`src/rtl/pcm_mix_pkg.sv`:
```
package pcm_mix_pkg;
  localparam int unsigned DEF_NUM_CH   = 8;
  localparam int unsigned DEF_SAMPLE_W = 8;
  localparam int unsigned DEF_ENV_W    = 8;
  localparam int unsigned DEF_GAIN_W   = 4;
  localparam int unsigned DEF_SHIFT    = 5;
  localparam int unsigned DEF_ACC_W    = 16;
  localparam int unsigned NUM_SIDES    = 2;

  typedef enum logic {
    SIDE_LEFT  = 1'b0,
    SIDE_RIGHT = 1'b1
  } mix_side_e;
endpackage

```
`src/rtl/mix_rst_sync.sv`:
```
module mix_rst_sync (
  input  logic clk,
  input  logic rst_n,
  output logic rst_sync_n
);
  logic [1:0] sync_q;

  always_ff @(posedge clk or negedge rst_n) begin
    if (!rst_n) sync_q <= 2'b00;
    else        sync_q <= {sync_q[0], 1'b1};
  end

  assign rst_sync_n = sync_q[1];
endmodule

```
`src/rtl/mix_chan_seq.sv`:
```
module mix_chan_seq #(
  parameter int unsigned NUM_CH = 8,
  localparam int unsigned CNT_W = (NUM_CH > 1) ? $clog2(NUM_CH) : 1
) (
  input  logic clk,
  input  logic rst_n,
  input  logic slot_valid,
  input  logic snd_wr,
  input  logic snd_val,
  output logic sounding,
  output logic slot_last,
  output logic clear_req
);
  logic [CNT_W-1:0] cnt_q, cnt_d;
  logic             snd_q, snd_d;

  always_comb begin
    slot_last = (cnt_q == CNT_W'(NUM_CH - 1));
    cnt_d     = cnt_q;
    if (slot_valid) begin
      cnt_d = slot_last ? '0 : cnt_q + 1'b1;
    end
    snd_d     = snd_wr ? snd_val : snd_q;
    clear_req = snd_wr & ~snd_val;
  end

  always_ff @(posedge clk or negedge rst_n) begin
    if (!rst_n) begin
      cnt_q <= '0;
      snd_q <= 1'b0;
    end else begin
      cnt_q <= cnt_d;
      snd_q <= snd_d;
    end
  end

  assign sounding = snd_q;


  cnt_wrap_chk: assert property (@(posedge clk) disable iff (!rst_n)
    $past(slot_valid && slot_last) |-> (cnt_q == '0));


  flag_write_chk: assert property (@(posedge clk) disable iff (!rst_n)
    $past(snd_wr) |-> (sounding == $past(snd_val)));
endmodule

```
`src/rtl/mix_scale.sv`:
```
module mix_scale
  import pcm_mix_pkg::*;
#(
  parameter int unsigned SAMPLE_W = 8,
  parameter int unsigned ENV_W    = 8,
  parameter int unsigned GAIN_W   = 4,
  parameter int unsigned SHIFT    = 5,
  localparam int unsigned MAG_W   = SAMPLE_W - 1,
  localparam int unsigned BASE_W  = MAG_W + ENV_W,
  localparam int unsigned PROD_W  = BASE_W + GAIN_W,
  localparam int unsigned SP_W    = PROD_W + 1,
  localparam int unsigned OUT_W   = SP_W - SHIFT,
  localparam int unsigned PAN_W   = NUM_SIDES * GAIN_W
) (
  input  logic                             clk,
  input  logic                             rst_n,
  input  logic                             clr,
  input  logic                             in_valid,
  input  logic                             in_last,
  input  logic                             active,
  input  logic [SAMPLE_W-1:0]              sample,
  input  logic [ENV_W-1:0]                 env,
  input  logic [PAN_W-1:0]                 pan,
  output logic                             out_valid,
  output logic                             out_last,
  output logic [NUM_SIDES-1:0][OUT_W-1:0]  contrib
);
  logic              positive;
  logic [MAG_W-1:0]  mag;
  logic [BASE_W-1:0] base;

  logic [NUM_SIDES-1:0][OUT_W-1:0] contrib_d, contrib_q;
  logic                            vld_d, vld_q;
  logic                            last_d, last_q;

  always_comb begin
    positive = sample[SAMPLE_W-1];
    mag      = sample[MAG_W-1:0];
    base     = {{ENV_W{1'b0}}, mag} * {{MAG_W{1'b0}}, env};
  end

  for (genvar g = 0; g < NUM_SIDES; g++) begin : g_side
    logic [GAIN_W-1:0]      gain;
    logic [PROD_W-1:0]      prod;
    logic signed [SP_W-1:0] sprod;

    always_comb begin
      // left gain occupies the upper nibble, right gain the lower nibble
      gain  = pan[(NUM_SIDES - g) * GAIN_W - 1 -: GAIN_W];
      prod  = {{GAIN_W{1'b0}}, base} * {{BASE_W{1'b0}}, gain};
      sprod = positive ? $signed({1'b0, prod}) : -$signed({1'b0, prod});
      contrib_d[g] = active ? OUT_W'(sprod >>> SHIFT) : '0;
    end
  end

  always_comb begin
    vld_d  = in_valid;
    last_d = in_last;
  end

  always_ff @(posedge clk or negedge rst_n) begin
    if (!rst_n) begin
      vld_q  <= 1'b0;
      last_q <= 1'b0;
    end else if (clr) begin
      vld_q  <= 1'b0;
      last_q <= 1'b0;
    end else begin
      vld_q  <= vld_d;
      last_q <= last_d;
    end
  end

  always_ff @(posedge clk or negedge rst_n) begin
    if (!rst_n) begin
      contrib_q <= '0;
    end else if (in_valid) begin
      contrib_q <= contrib_d;
    end
  end

  assign out_valid = vld_q;
  assign out_last  = last_q;
  assign contrib   = contrib_q;


  idle_zero_chk: assert property (@(posedge clk) disable iff (!rst_n)
    $past(in_valid && !active) |-> (contrib_q == '0));


  pos_sign_chk: assert property (@(posedge clk) disable iff (!rst_n)
    $past(in_valid && active && sample[SAMPLE_W-1]) |->
      (!contrib_q[SIDE_LEFT][OUT_W-1] && !contrib_q[SIDE_RIGHT][OUT_W-1]));
endmodule

```
`src/rtl/mix_accum.sv`:
```
module mix_accum #(
  parameter int unsigned IN_W  = 15,
  parameter int unsigned ACC_W = 16
) (
  input  logic             clk,
  input  logic             rst_n,
  input  logic             clr,
  input  logic             add_v,
  input  logic             add_last,
  input  logic [IN_W-1:0]  add_val,
  output logic [ACC_W-1:0] sum_o
);
  localparam logic [ACC_W-1:0] MAX_V = {1'b0, {(ACC_W-1){1'b1}}};
  localparam logic [ACC_W-1:0] MIN_V = {1'b1, {(ACC_W-1){1'b0}}};

  logic [ACC_W-1:0] acc_q, acc_d;
  logic [ACC_W-1:0] res_q, res_d;
  logic [ACC_W:0]   wide;
  logic [ACC_W-1:0] sat;
  logic             acc_en, res_en;

  always_comb begin
    wide = {acc_q[ACC_W-1], acc_q}
         + {{(ACC_W+1-IN_W){add_val[IN_W-1]}}, add_val};
    if (wide[ACC_W] != wide[ACC_W-1]) sat = wide[ACC_W] ? MIN_V : MAX_V;
    else                              sat = wide[ACC_W-1:0];

    acc_en = clr | add_v;
    acc_d  = (clr | add_last) ? '0 : sat;
    res_en = add_v & add_last & ~clr;
    res_d  = sat;
  end

  always_ff @(posedge clk or negedge rst_n) begin
    if (!rst_n) begin
      acc_q <= '0;
    end else if (acc_en) begin
      acc_q <= acc_d;
    end
  end

  always_ff @(posedge clk or negedge rst_n) begin
    if (!rst_n) begin
      res_q <= '0;
    end else if (res_en) begin
      res_q <= res_d;
    end
  end

  assign sum_o = res_q;


  clear_zero_chk: assert property (@(posedge clk) disable iff (!rst_n)
    $past(clr) |-> (acc_q == '0));


  no_wrap_pos_chk: assert property (@(posedge clk) disable iff (!rst_n)
    $past(add_v && !clr && !acc_q[ACC_W-1] && !add_val[IN_W-1]) |->
      (!acc_q[ACC_W-1] && (!$past(add_last) || !res_q[ACC_W-1])));


  no_wrap_neg_chk: assert property (@(posedge clk) disable iff (!rst_n)
    $past(add_v && !clr && !add_last && acc_q[ACC_W-1] && add_val[IN_W-1]) |->
      acc_q[ACC_W-1]);
endmodule

```
`src/rtl/pcm_stereo_mixer.sv`:
```
module pcm_stereo_mixer
  import pcm_mix_pkg::*;
#(
  parameter int unsigned NUM_CH   = DEF_NUM_CH,
  parameter int unsigned SAMPLE_W = DEF_SAMPLE_W,
  parameter int unsigned ENV_W    = DEF_ENV_W,
  parameter int unsigned GAIN_W   = DEF_GAIN_W,
  parameter int unsigned SHIFT    = DEF_SHIFT,
  parameter int unsigned ACC_W    = DEF_ACC_W,
  localparam int unsigned PAN_W   = NUM_SIDES * GAIN_W,
  localparam int unsigned CTR_W   = SAMPLE_W - 1 + ENV_W + GAIN_W + 1 - SHIFT
) (
  input  logic                clk,
  input  logic                rst_n,
  input  logic                snd_wr,
  input  logic                snd_val,
  input  logic                slot_valid,
  input  logic                slot_en,
  input  logic [SAMPLE_W-1:0] slot_sample,
  input  logic [ENV_W-1:0]    slot_env,
  input  logic [PAN_W-1:0]    slot_pan,
  output logic                mix_valid,
  output logic [ACC_W-1:0]    mix_left,
  output logic [ACC_W-1:0]    mix_right
);
  logic rst_sync_n;
  logic sounding, slot_last, clear_req;
  logic st_valid, st_last;
  logic [NUM_SIDES-1:0][CTR_W-1:0] st_contrib;
  logic [NUM_SIDES-1:0][ACC_W-1:0] side_sum;
  logic mv_q, mv_d;

  mix_rst_sync u_rst (
    .clk        (clk),
    .rst_n      (rst_n),
    .rst_sync_n (rst_sync_n)
  );

  mix_chan_seq #(.NUM_CH(NUM_CH)) u_seq (
    .clk        (clk),
    .rst_n      (rst_sync_n),
    .slot_valid (slot_valid),
    .snd_wr     (snd_wr),
    .snd_val    (snd_val),
    .sounding   (sounding),
    .slot_last  (slot_last),
    .clear_req  (clear_req)
  );

  mix_scale #(
    .SAMPLE_W (SAMPLE_W),
    .ENV_W    (ENV_W),
    .GAIN_W   (GAIN_W),
    .SHIFT    (SHIFT)
  ) u_scale (
    .clk       (clk),
    .rst_n     (rst_sync_n),
    .clr       (clear_req),
    .in_valid  (slot_valid),
    .in_last   (slot_last),
    .active    (sounding & slot_en),
    .sample    (slot_sample),
    .env       (slot_env),
    .pan       (slot_pan),
    .out_valid (st_valid),
    .out_last  (st_last),
    .contrib   (st_contrib)
  );

  for (genvar s = 0; s < NUM_SIDES; s++) begin : g_acc
    mix_accum #(.IN_W(CTR_W), .ACC_W(ACC_W)) u_acc (
      .clk      (clk),
      .rst_n    (rst_sync_n),
      .clr      (clear_req),
      .add_v    (st_valid),
      .add_last (st_last),
      .add_val  (st_contrib[s]),
      .sum_o    (side_sum[s])
    );
  end

  always_comb begin
    mv_d = st_valid & st_last & ~clear_req;
  end

  always_ff @(posedge clk or negedge rst_sync_n) begin
    if (!rst_sync_n) mv_q <= 1'b0;
    else             mv_q <= mv_d;
  end

  assign mix_valid = mv_q;
  assign mix_left  = side_sum[SIDE_LEFT];
  assign mix_right = side_sum[SIDE_RIGHT];


  strobe_origin_chk: assert property (@(posedge clk) disable iff (!rst_sync_n)
    mix_valid |-> $past(slot_valid, 2));


  strobe_single_chk: assert property (@(posedge clk) disable iff (!rst_sync_n)
    mix_valid |=> !mix_valid);


  reset_quiet_chk: assert property (@(posedge clk)
    !rst_sync_n |-> (!mix_valid && mix_left == '0 && mix_right == '0));
endmodule

```
`config.mk`:
```
export PLATFORM = sky130hd
export DESIGN_NAME = pcm_stereo_mixer
export DESIGN_NICKNAME = d
export VERILOG_FILES = /design/src/rtl/pcm_mix_pkg.sv /design/src/rtl/mix_rst_sync.sv /design/src/rtl/mix_chan_seq.sv /design/src/rtl/mix_scale.sv /design/src/rtl/mix_accum.sv /design/src/rtl/pcm_stereo_mixer.sv
export SDC_FILE = /design/constraint.sdc
export NUM_CORES = 1
export LEC_CHECK = 0
export BUFFER_PORTS_ARGS = -buffer_cell sky130_fd_sc_hd__clkbuf_2
export CORE_ASPECT_RATIO = 0.5
export CORE_MARGIN = 10
export CORE_UTILIZATION = 40
export CTS_CLUSTER_DIAMETER = 30
export DETAILED_ROUTE_END_ITERATION = 7
export PLACE_DENSITY = 0.64
export SYNTH_ARGS = -nofsm -noshare
export SYNTH_HDL_FRONTEND = slang
export SYNTH_SLANG_ARGS = --single-unit
```
`constraint.sdc`:
```
create_clock -name clk -period 4.8 [get_ports clk]
set_clock_uncertainty 0.1 [all_clocks]
set_input_delay 0.48 -clock clk [delete_from_list [all_inputs] [get_ports clk]]
set_output_delay 0.48 -clock clk [all_outputs]
set_load 0.05 [all_outputs]
```
## After elaboration in Yosys (flattened, before gate mapping)

Index checks and enable logic that the tools add are counted.

- Add/sub/neg operators: 5
- Equality and inequality tests: 3
- Bitwise operators: 8
- $mul: 3
- Muxes and demuxes: 13

Operators with widths:

| cell | count |
|---|---|
| $mux 16 | 6 |
| $mux 20 | 2 |
| $neg 19->20 | 2 |
| $mul 15x4->19 | 2 |
| $add 16x15->17 | 2 |
| $mux 15 | 2 |
| $mul 7x8->15 | 1 |
| $and 1x1->1 | 4 |
| $add 3x1->3 const B | 1 |
| $eq 3x3->1 const B | 1 |
| $mux 3 | 1 |
| $mux 1 | 2 |
| $ne 1x1->1 | 2 |
| $not 1->1 | 2 |
| $or 1x1->1 | 2 |

- Bits in registers: 103
- Logic and storage cells: 44

## Depth between registers and ports, before layout

Gate-level depths: netlist of the first run.

- Depth in word-level cells: 5
- Gate-level depth with buffers: 32
- Gate-level depth less buffers: 31

## Cells and area by module

From an unflattened synthesis of the first run, not the netlist that was laid out.

- Cell total of the unflattened synthesis: 1390
- Area, all modules: 11952.7 µm²

By module, submodules not included:

| module | seq. area each (µm²) | instances | area each (µm²) | cells an instance |
|---|---|---|---|---|
| mix_scale | 800.8 | 1 | 7327.0 | 881 |
| mix_accum at g_acc[1].u_acc | 800.8 | 1 | 2204.6 | 242 |
| mix_accum at g_acc[0].u_acc | 800.8 | 1 | 2134.5 | 247 |
| mix_chan_seq | 100.1 | 1 | 192.7 | 14 |
| mix_rst_sync | 50.0 | 1 | 53.8 | 3 |
| pcm_stereo_mixer | 25.0 | 1 | 40.0 | 3 |

## Worst setup path after synthesis of the first run

OpenSTA, ideal clock, no wires.

- Path type: input-to-reg
- From: input port slot_env[0]
- To: register u_scale.contrib_q (netlist bit u_scale.contrib[28])
- Data arrival time: 7695 ps
- Setup slack: -3116 ps
- Stages: 31
- Buffers on the path: 1
- Cells stage by stage: clkbuf_1 nand2_1 fa_1 fa_1 inv_1 fa_1 inv_1 fa_1 inv_1 ha_1 a21boi_0 o21a_1 o21ai_0 a21oi_1 nor3_1 xnor2_1 and2_1 fa_1 inv_1 fa_1 inv_1 ha_1 a21o_1 a21o_1 a211o_1 a31o_1 xnor2_1 nor4b_2 a31oi_1 xor2_1 a22o_1

- Cells in the longest elaborated chain, start to end: 5

RTL lines:

| what | RTL line | RTL |
|---|---|---|
| start, declared | pcm_stereo_mixer.sv:20 | `input logic [ENV_W-1:0] slot_env,` |
| $mul 7x8->15 (*) | mix_scale.sv:39 | `base = {{ENV_W{1'b0}}, mag} * {{MAG_W{1'b0}}, env};` |
| $mul 15x4->19 (*) | mix_scale.sv:50 | `prod = {{GAIN_W{1'b0}}, base} * {{BASE_W{1'b0}}, gain};` |
| $neg 19->20 | mix_scale.sv:51 | `sprod = positive ? $signed({1'b0, prod}) : -$signed({1'b0, prod});` |
| $mux 20 (*) | mix_scale.sv:51 |  |
| $mux 15 (*) | mix_scale.sv:52 | `contrib_d[g] = active ? OUT_W'(sprod >>> SHIFT) : '0;` |
| end signal, assigned | mix_scale.sv:78 | `contrib_q <= contrib_d;` |
| end, declared | mix_scale.sv:32 | `logic [NUM_SIDES-1:0][OUT_W-1:0] contrib_d, contrib_q;` |

Every way passes the cells marked *; elsewhere a longest branch is shown, timed or not.
A chain may end at the register's enable or synchronous reset.

## Worst setup path in the final report of the first run

- From: input port slot_sample[3]
- To: register u_scale.contrib_q (netlist bit u_scale.contrib[12])

- Cells in the longest elaborated chain, start to end: 5

RTL lines:

| what | RTL line | RTL |
|---|---|---|
| start, declared | pcm_stereo_mixer.sv:19 | `input logic [SAMPLE_W-1:0] slot_sample,` |
| $mul 7x8->15 (*) | mix_scale.sv:39 |  |
| $mul 15x4->19 (*) | mix_scale.sv:50 |  |
| $neg 19->20 | mix_scale.sv:51 |  |
| $mux 20 (*) | mix_scale.sv:51 |  |
| $mux 15 (*) | mix_scale.sv:52 |  |

Marked as above.

==> results of run 1 <==
cells in the mapped netlist (3+ instances only):
cell	instances
o22ai_1	4
o21a_1	17
a22o_1	41
a32oi_1	3
or2_2	4
a311oi_1	3
xor2_1	29
a21o_1	28
mux2_2	18
ha_1	115
o21ai_1	5
a21boi_0	4
nand3_1	18
nand3b_1	3
fa_1	83
o21bai_1	7
dfrtp_1	103
buf_2	3
o31ai_1	4
clkbuf_1	32
o21ai_0	79
a211oi_1	10
a31o_2	3
or3_1	6
and2_1	113
and3_1	17
inv_1	137
nand4_1	3
a21oi_1	50
xnor2_1	48
nor2b_1	9
nor3_1	13
nor2_1	63
nand2_1	120
a31oi_1	5
o311ai_0	4
nand2b_1	20
metal layers:
layer	share of wire	up-vias	track usage	routed length, um
met3	0.023	30	0.0108	661
met4	0.012	0	0.0419	364
li1	-	4850	-	-
met2	0.47	123	0.270	13700
met5	0	-	0	0
met1	0.50	4745	0.221	14600
worst register-to-register path: cells and delay by family, from the launching register on:
kind | cells | cell delay, ns
and+or+nand+nor | 4 | 0.47
buffers and inverters | 1 | 0.06
DFF | 1 | 0.40
muxes | 1 | 0.32
AOI/OAI and AO/OA | 7 | 1.73
adders and majority gates | 3 | 1.09
layout make-up:
cell class	count	area [um^2]
inverter	138	518
multi-input combinational	1000	9180
clock buffer	9	225
fill	2548	12800
clock inverter	7	90.1
sequential	103	2580
tap	382	478
timing repair buffer	270	1960
worst paths after layout:
| path | to | from | slack [ns] | depth (start not counted) |
|---|---|---|---|---|
| setup / recovery | u_scale.contrib[12]$_DFFE_PN0P_ | slot_sample[3] | -2.37 | 33 |
| hold / removal | g_acc[1].u_acc.acc_q[15]$_DFFE_PN0P_ | u_rst.sync_q[1]$_DFF_PN0_ | 0.25 | 0 |
| setup reg to reg | g_acc[1].u_acc.sum_o[1]$_DFFE_PN0P_ | u_scale.contrib[15]$_DFFE_PN0P_ | 0.55 | 16 |
| hold reg to reg | g_acc[1].u_acc.acc_q[15]$_DFFE_PN0P_ | u_rst.sync_q[1]$_DFF_PN0_ | 0.25 | 0 |
| max in group asynchronous | g_acc[1].u_acc.acc_q[14]$_DFFE_PN0P_ | u_rst.sync_q[1]$_DFF_PN0_ | 3.25 | 1 |
| min in group clk | u_rst.sync_q[1]$_DFF_PN0_ | u_rst.sync_q[0]$_DFF_PN0_ | 0.25 | 0 |
through the flow:
step | instance area [um^2] | utilization
final | 15000 | 0.539
after global routing | 15000 | 0.539
after CTS | 14700 | 0.529
after detailed placement | 13900 | 0.499
after global placement | 13900 | 0.499
after floorplan | 11900 | -
logic make-up after synthesis:
logic type	synth area share
fa+ha+maj	0.272
other cells	0.000329
xor+xnor	0.0606
simple gates	0.183
buf+inv	0.0588
flops	0.226
compound gates	0.180
mux	0.0187
state kept, by name (all words and copies together), names as in the netlist:
register / count
u_seq.cnt_q: 3
u_scale.contrib: 30
u_scale.out_last: 1
g_acc.u_acc.acc_q: 32
mix_valid: 1
u_scale.out_valid: 1
u_seq.sounding: 1
u_rst.sync_q: 2
g_acc.u_acc.sum_o: 32
what timing repair did:
| item | in CTS | in global routing |
|---|---|---|
| hold buffers | 1 | 0 |
| pin swaps | 70 | 49 |
| setup buffers | 13 | 8 |
| hold endpoints to repair | 2 | 0 |
| setup endpoints to repair | 30 | 30 |
| resized for setup | 77 | 52 |
==> metrics.cfg, run 1 <==
[clock_network]
cts_buffers=9
clkTransAtPathRegs_ns=0.07
cts_root_buffer=clkbuf_16
h-tree-depth=3
clockBufferDepth=2
clock_latency_ns=0.34
cts_num_sinks=103
cts_tree=done

[grt]
antenna_found_initial=0
grt_max_degree=55
grt_pass1_vias=10226
grt_pass1_wl_mm=49.9
grt_overflow=0
grt_use_total=0.161

[synthesis]
syn_avg_cell_area_um2=8.91
synth_top_area_frac=0.226
ys_ff_latch=103
syn-cell-area_mm2=0.0114
synth_edf_count=0
netlist.top_cell.by_area=dfrtp_1
synth_flop_cell=dfrtp_1
yosysSeqAreaShare=0.226
synth_cell_types=79
synthCells=1279
synth_area_leaders=dfrtp_1 23%, fa_1 15%, ha_1 13%
yosys_warnings=0
synth_nets=1507
ys_async_sr_fraction=1.00

[setup_path]
crit_slowest_cell=fa_1
cp-start-kind=primary input
crit_path_end_kind=flip-flop
crit_type=primary input to flip-flop
path_max_fanout=5
critPathMostFrequentCell=fa_1
crit_required_ns=4.93
cp_slowest_stage_delay_ns=0.54
cp.arrival_ns=7.31
path_delay_family=adder cells
critPathBufInv=8

[sta]
fin_tns_setup_ns=-55.42
drv_slew=0
setup_viol=30
finalHoldViolations=0
slew_headroom=0.409
period_share=1.49
fin_crit_ns=7.17
fin_ws_ns=-2.37
hold_slack_ns=0.253
worst_slew_pin_slew_ns=0.886
fmax_ghz=0.139
rsz0062_at_grt=yes

[placed_design]
routabilityCongestion=0.867
io_buffers=62
dp_hpwl_mm=23.8
dp_slack_ns=-2.91
place_inst=1871

[cells_and_area]
n_antenna_cell=0
final_cells=1909
area_growth_pct=31.9
layout_commonest_cell=buf_4
final_cell_mix=194 x buf_4, 127 x inv_1, 116 x nand2_1
drive_gt1_frac=0.307
nNetsFinal=1750

[die]
die_h_um=139
ios=63
start_util=0.409
die_x_um=259
core_area_mm2=0.0279
dieArea_mm2=0.0360
row_count=43

[routing]
dr.first_iter.drc_count=413
wl_per_cell_um=15.4
via_per_inst=5.11
routed_wl_mm=29.3
drc=0
vias=9748
first_pass_iters=5
detail-route-antenna-nets=0

[job]
cap_violations=0

[worst_hold_path]
min-delay-path-class=flip-flop to asynchronous set/reset pin

[run_status]
violations=negative setup slack
outcome=complete, but fails checks

Power of run 1 is not shown: default switching activity piles up to over one toggle a cycle in this logic, so the estimate is an artifact.
==> run 2, diff against run 1 <==
--- a/config.mk
+++ b/config.mk
@@ -12,6 +12,7 @@
 export CTS_CLUSTER_DIAMETER = 30
 export DETAILED_ROUTE_END_ITERATION = 7
 export PLACE_DENSITY = 0.64
+export RECOVER_POWER = 100
 export SYNTH_ARGS = -nofsm -noshare
 export SYNTH_HDL_FRONTEND = slang
 export SYNTH_SLANG_ARGS = --single-unit
==> metrics.cfg, run 2 (same netlist as run 1, synthesis figures left out) <==
[run_status]
outcome=complete, but fails checks
violations=max-capacitance violations, max-slew violations, negative setup slack

[placed_design]
dp_hpwl_mm=23.8
placed_cell_area_mm2=0.0139
io_buffers=62
place_inst=1871
dp_slack_ns=-2.91
routabilityCongestion=0.867

[sta]
finalHoldViolations=0
drv_slew=49
fin_ws_ns=-2.38
setup_viol=30
fmax_ghz=0.139
slew_headroom=-0.296
period_share=1.49
fin_crit_ns=7.18
rsz0062_at_grt=yes
worst_slew_pin_slew_ns=1.94

[setup_path]
crit_required_ns=4.93
path_max_fanout=5
cp.arrival_ns=7.31
crit_slowest_cell=fa_1
crit_path_end_kind=flip-flop
cp_slowest_stage_delay_ns=0.54
critPathMostFrequentCell=fa_1
crit_type=primary input to flip-flop
cp-start-kind=primary input

[routing]
detail-route-antenna-nets=0
drc=0
vias=9754
wl_per_cell_um=15.4
routed_wl_mm=29.4
first_pass_iters=5
via_per_inst=5.11
dr.first_iter.drc_count=421

[clock_network]
cts_num_sinks=103
clock_latency_ns=0.34
clkTransAtPathRegs_ns=0.07
cts_root_buffer=clkbuf_16
cts_buffers=9
h-tree-depth=3
cts_tree=done
clockBufferDepth=2

[cells_and_area]
drive_gt1_frac=0.281
num-fill-cells=2559
nNetsFinal=1750
stdcell_area_mm2=0.0150
regArea_mm2=0.00258
multi_input_area_mm2=0.00917
layout_commonest_cell=buf_4
final_cells=1909
final_cell_mix=192 x buf_4, 127 x inv_1, 116 x nand2_1
area_growth_pct=31.4
n_antenna_cell=0

[die]
dieArea_mm2=0.0360
die_h_um=139
row_count=43
ios=63
start_util=0.409
core_area_mm2=0.0279
die_x_um=259

[grt]
grt_use_total=0.161
grt_pass1_wl_mm=49.9
antenna_found_initial=0
grt_pass1_vias=10226
grt_max_degree=55
grt_overflow=0

[job]
cap_violations=1

[worst_hold_path]
min-delay-path-class=flip-flop to flip-flop

[run 2: cell type report]
cell class              instances  area share
clock buffers                   9      0.0150
clock inverters                 7     0.00602
inverters                     138      0.0346
multi-input cells            1000       0.613
flip-flops and latches        103       0.172
well taps                     382      0.0319
repair buffers                270       0.127
[run 2: worst paths after layout]
check	startpoint	end	slack [ns]	cells past startpoint
worst min register to register	u_rst.sync_q[0]$_DFF_PN0_	u_rst.sync_q[1]$_DFF_PN0_	0.25	0
max in group asynchronous	u_rst.sync_q[1]$_DFF_PN0_	g_acc[1].u_acc.acc_q[14]$_DFFE_PN0P_	1.77	1
worst max register to register	u_scale.contrib[15]$_DFFE_PN0P_	g_acc[1].u_acc.sum_o[1]$_DFFE_PN0P_	0.47	16
worst max-delay path	slot_sample[3]	u_scale.contrib[12]$_DFFE_PN0P_	-2.38	33
worst min-delay path	u_rst.sync_q[0]$_DFF_PN0_	u_rst.sync_q[1]$_DFF_PN0_	0.25	0
min in group asynchronous	rst_n	u_rst.sync_q[1]$_DFF_PN0_	0.34	2
[run 2: stage by stage]
stage / utilization / setup TNS, ns / hold slack (ns)
after floorplan: - / -50.68 / 0.0844
after global placement: 0.499 / -67.44 / 0.167
after detailed placement: 0.499 / -70.54 / 0.168
after CTS: 0.529 / -56.21 / 0.258
after global routing: 0.537 / -63.30 / 0.275
final: 0.537 / -55.40 / 0.253
[run 2: critical path: cells and delay by family]
kind,cells,cell delay (ns)
XOR/XNOR,3,0.50
buffers and inverters,8,0.58
adder cells (fa/ha/maj),8,3.51
AO/OA/AOI/OAI,9,1.52
AND/OR/NAND/NOR,5,0.72
[run 2: metal layers]
metal	vias to the layer above	GRT usage	share of wire	routed length, um
li1	4848	-	-	-
met1	4743	0.221	0.50	14700
met2	133	0.270	0.47	13800
met3	30	0.0108	0.021	610
met4	0	0.0419	0.013	371
met5	-	0	0	0
[run 2: repair_timing]
item,in CTS,in global routing
pin swaps,70,49
endpoints found under the setup margin,30,30
resized for setup,77,52
hold buffers,1,0
endpoints found under the hold margin,2,0
setup buffers,13,8
Power of run 2 is left out for the same reason.
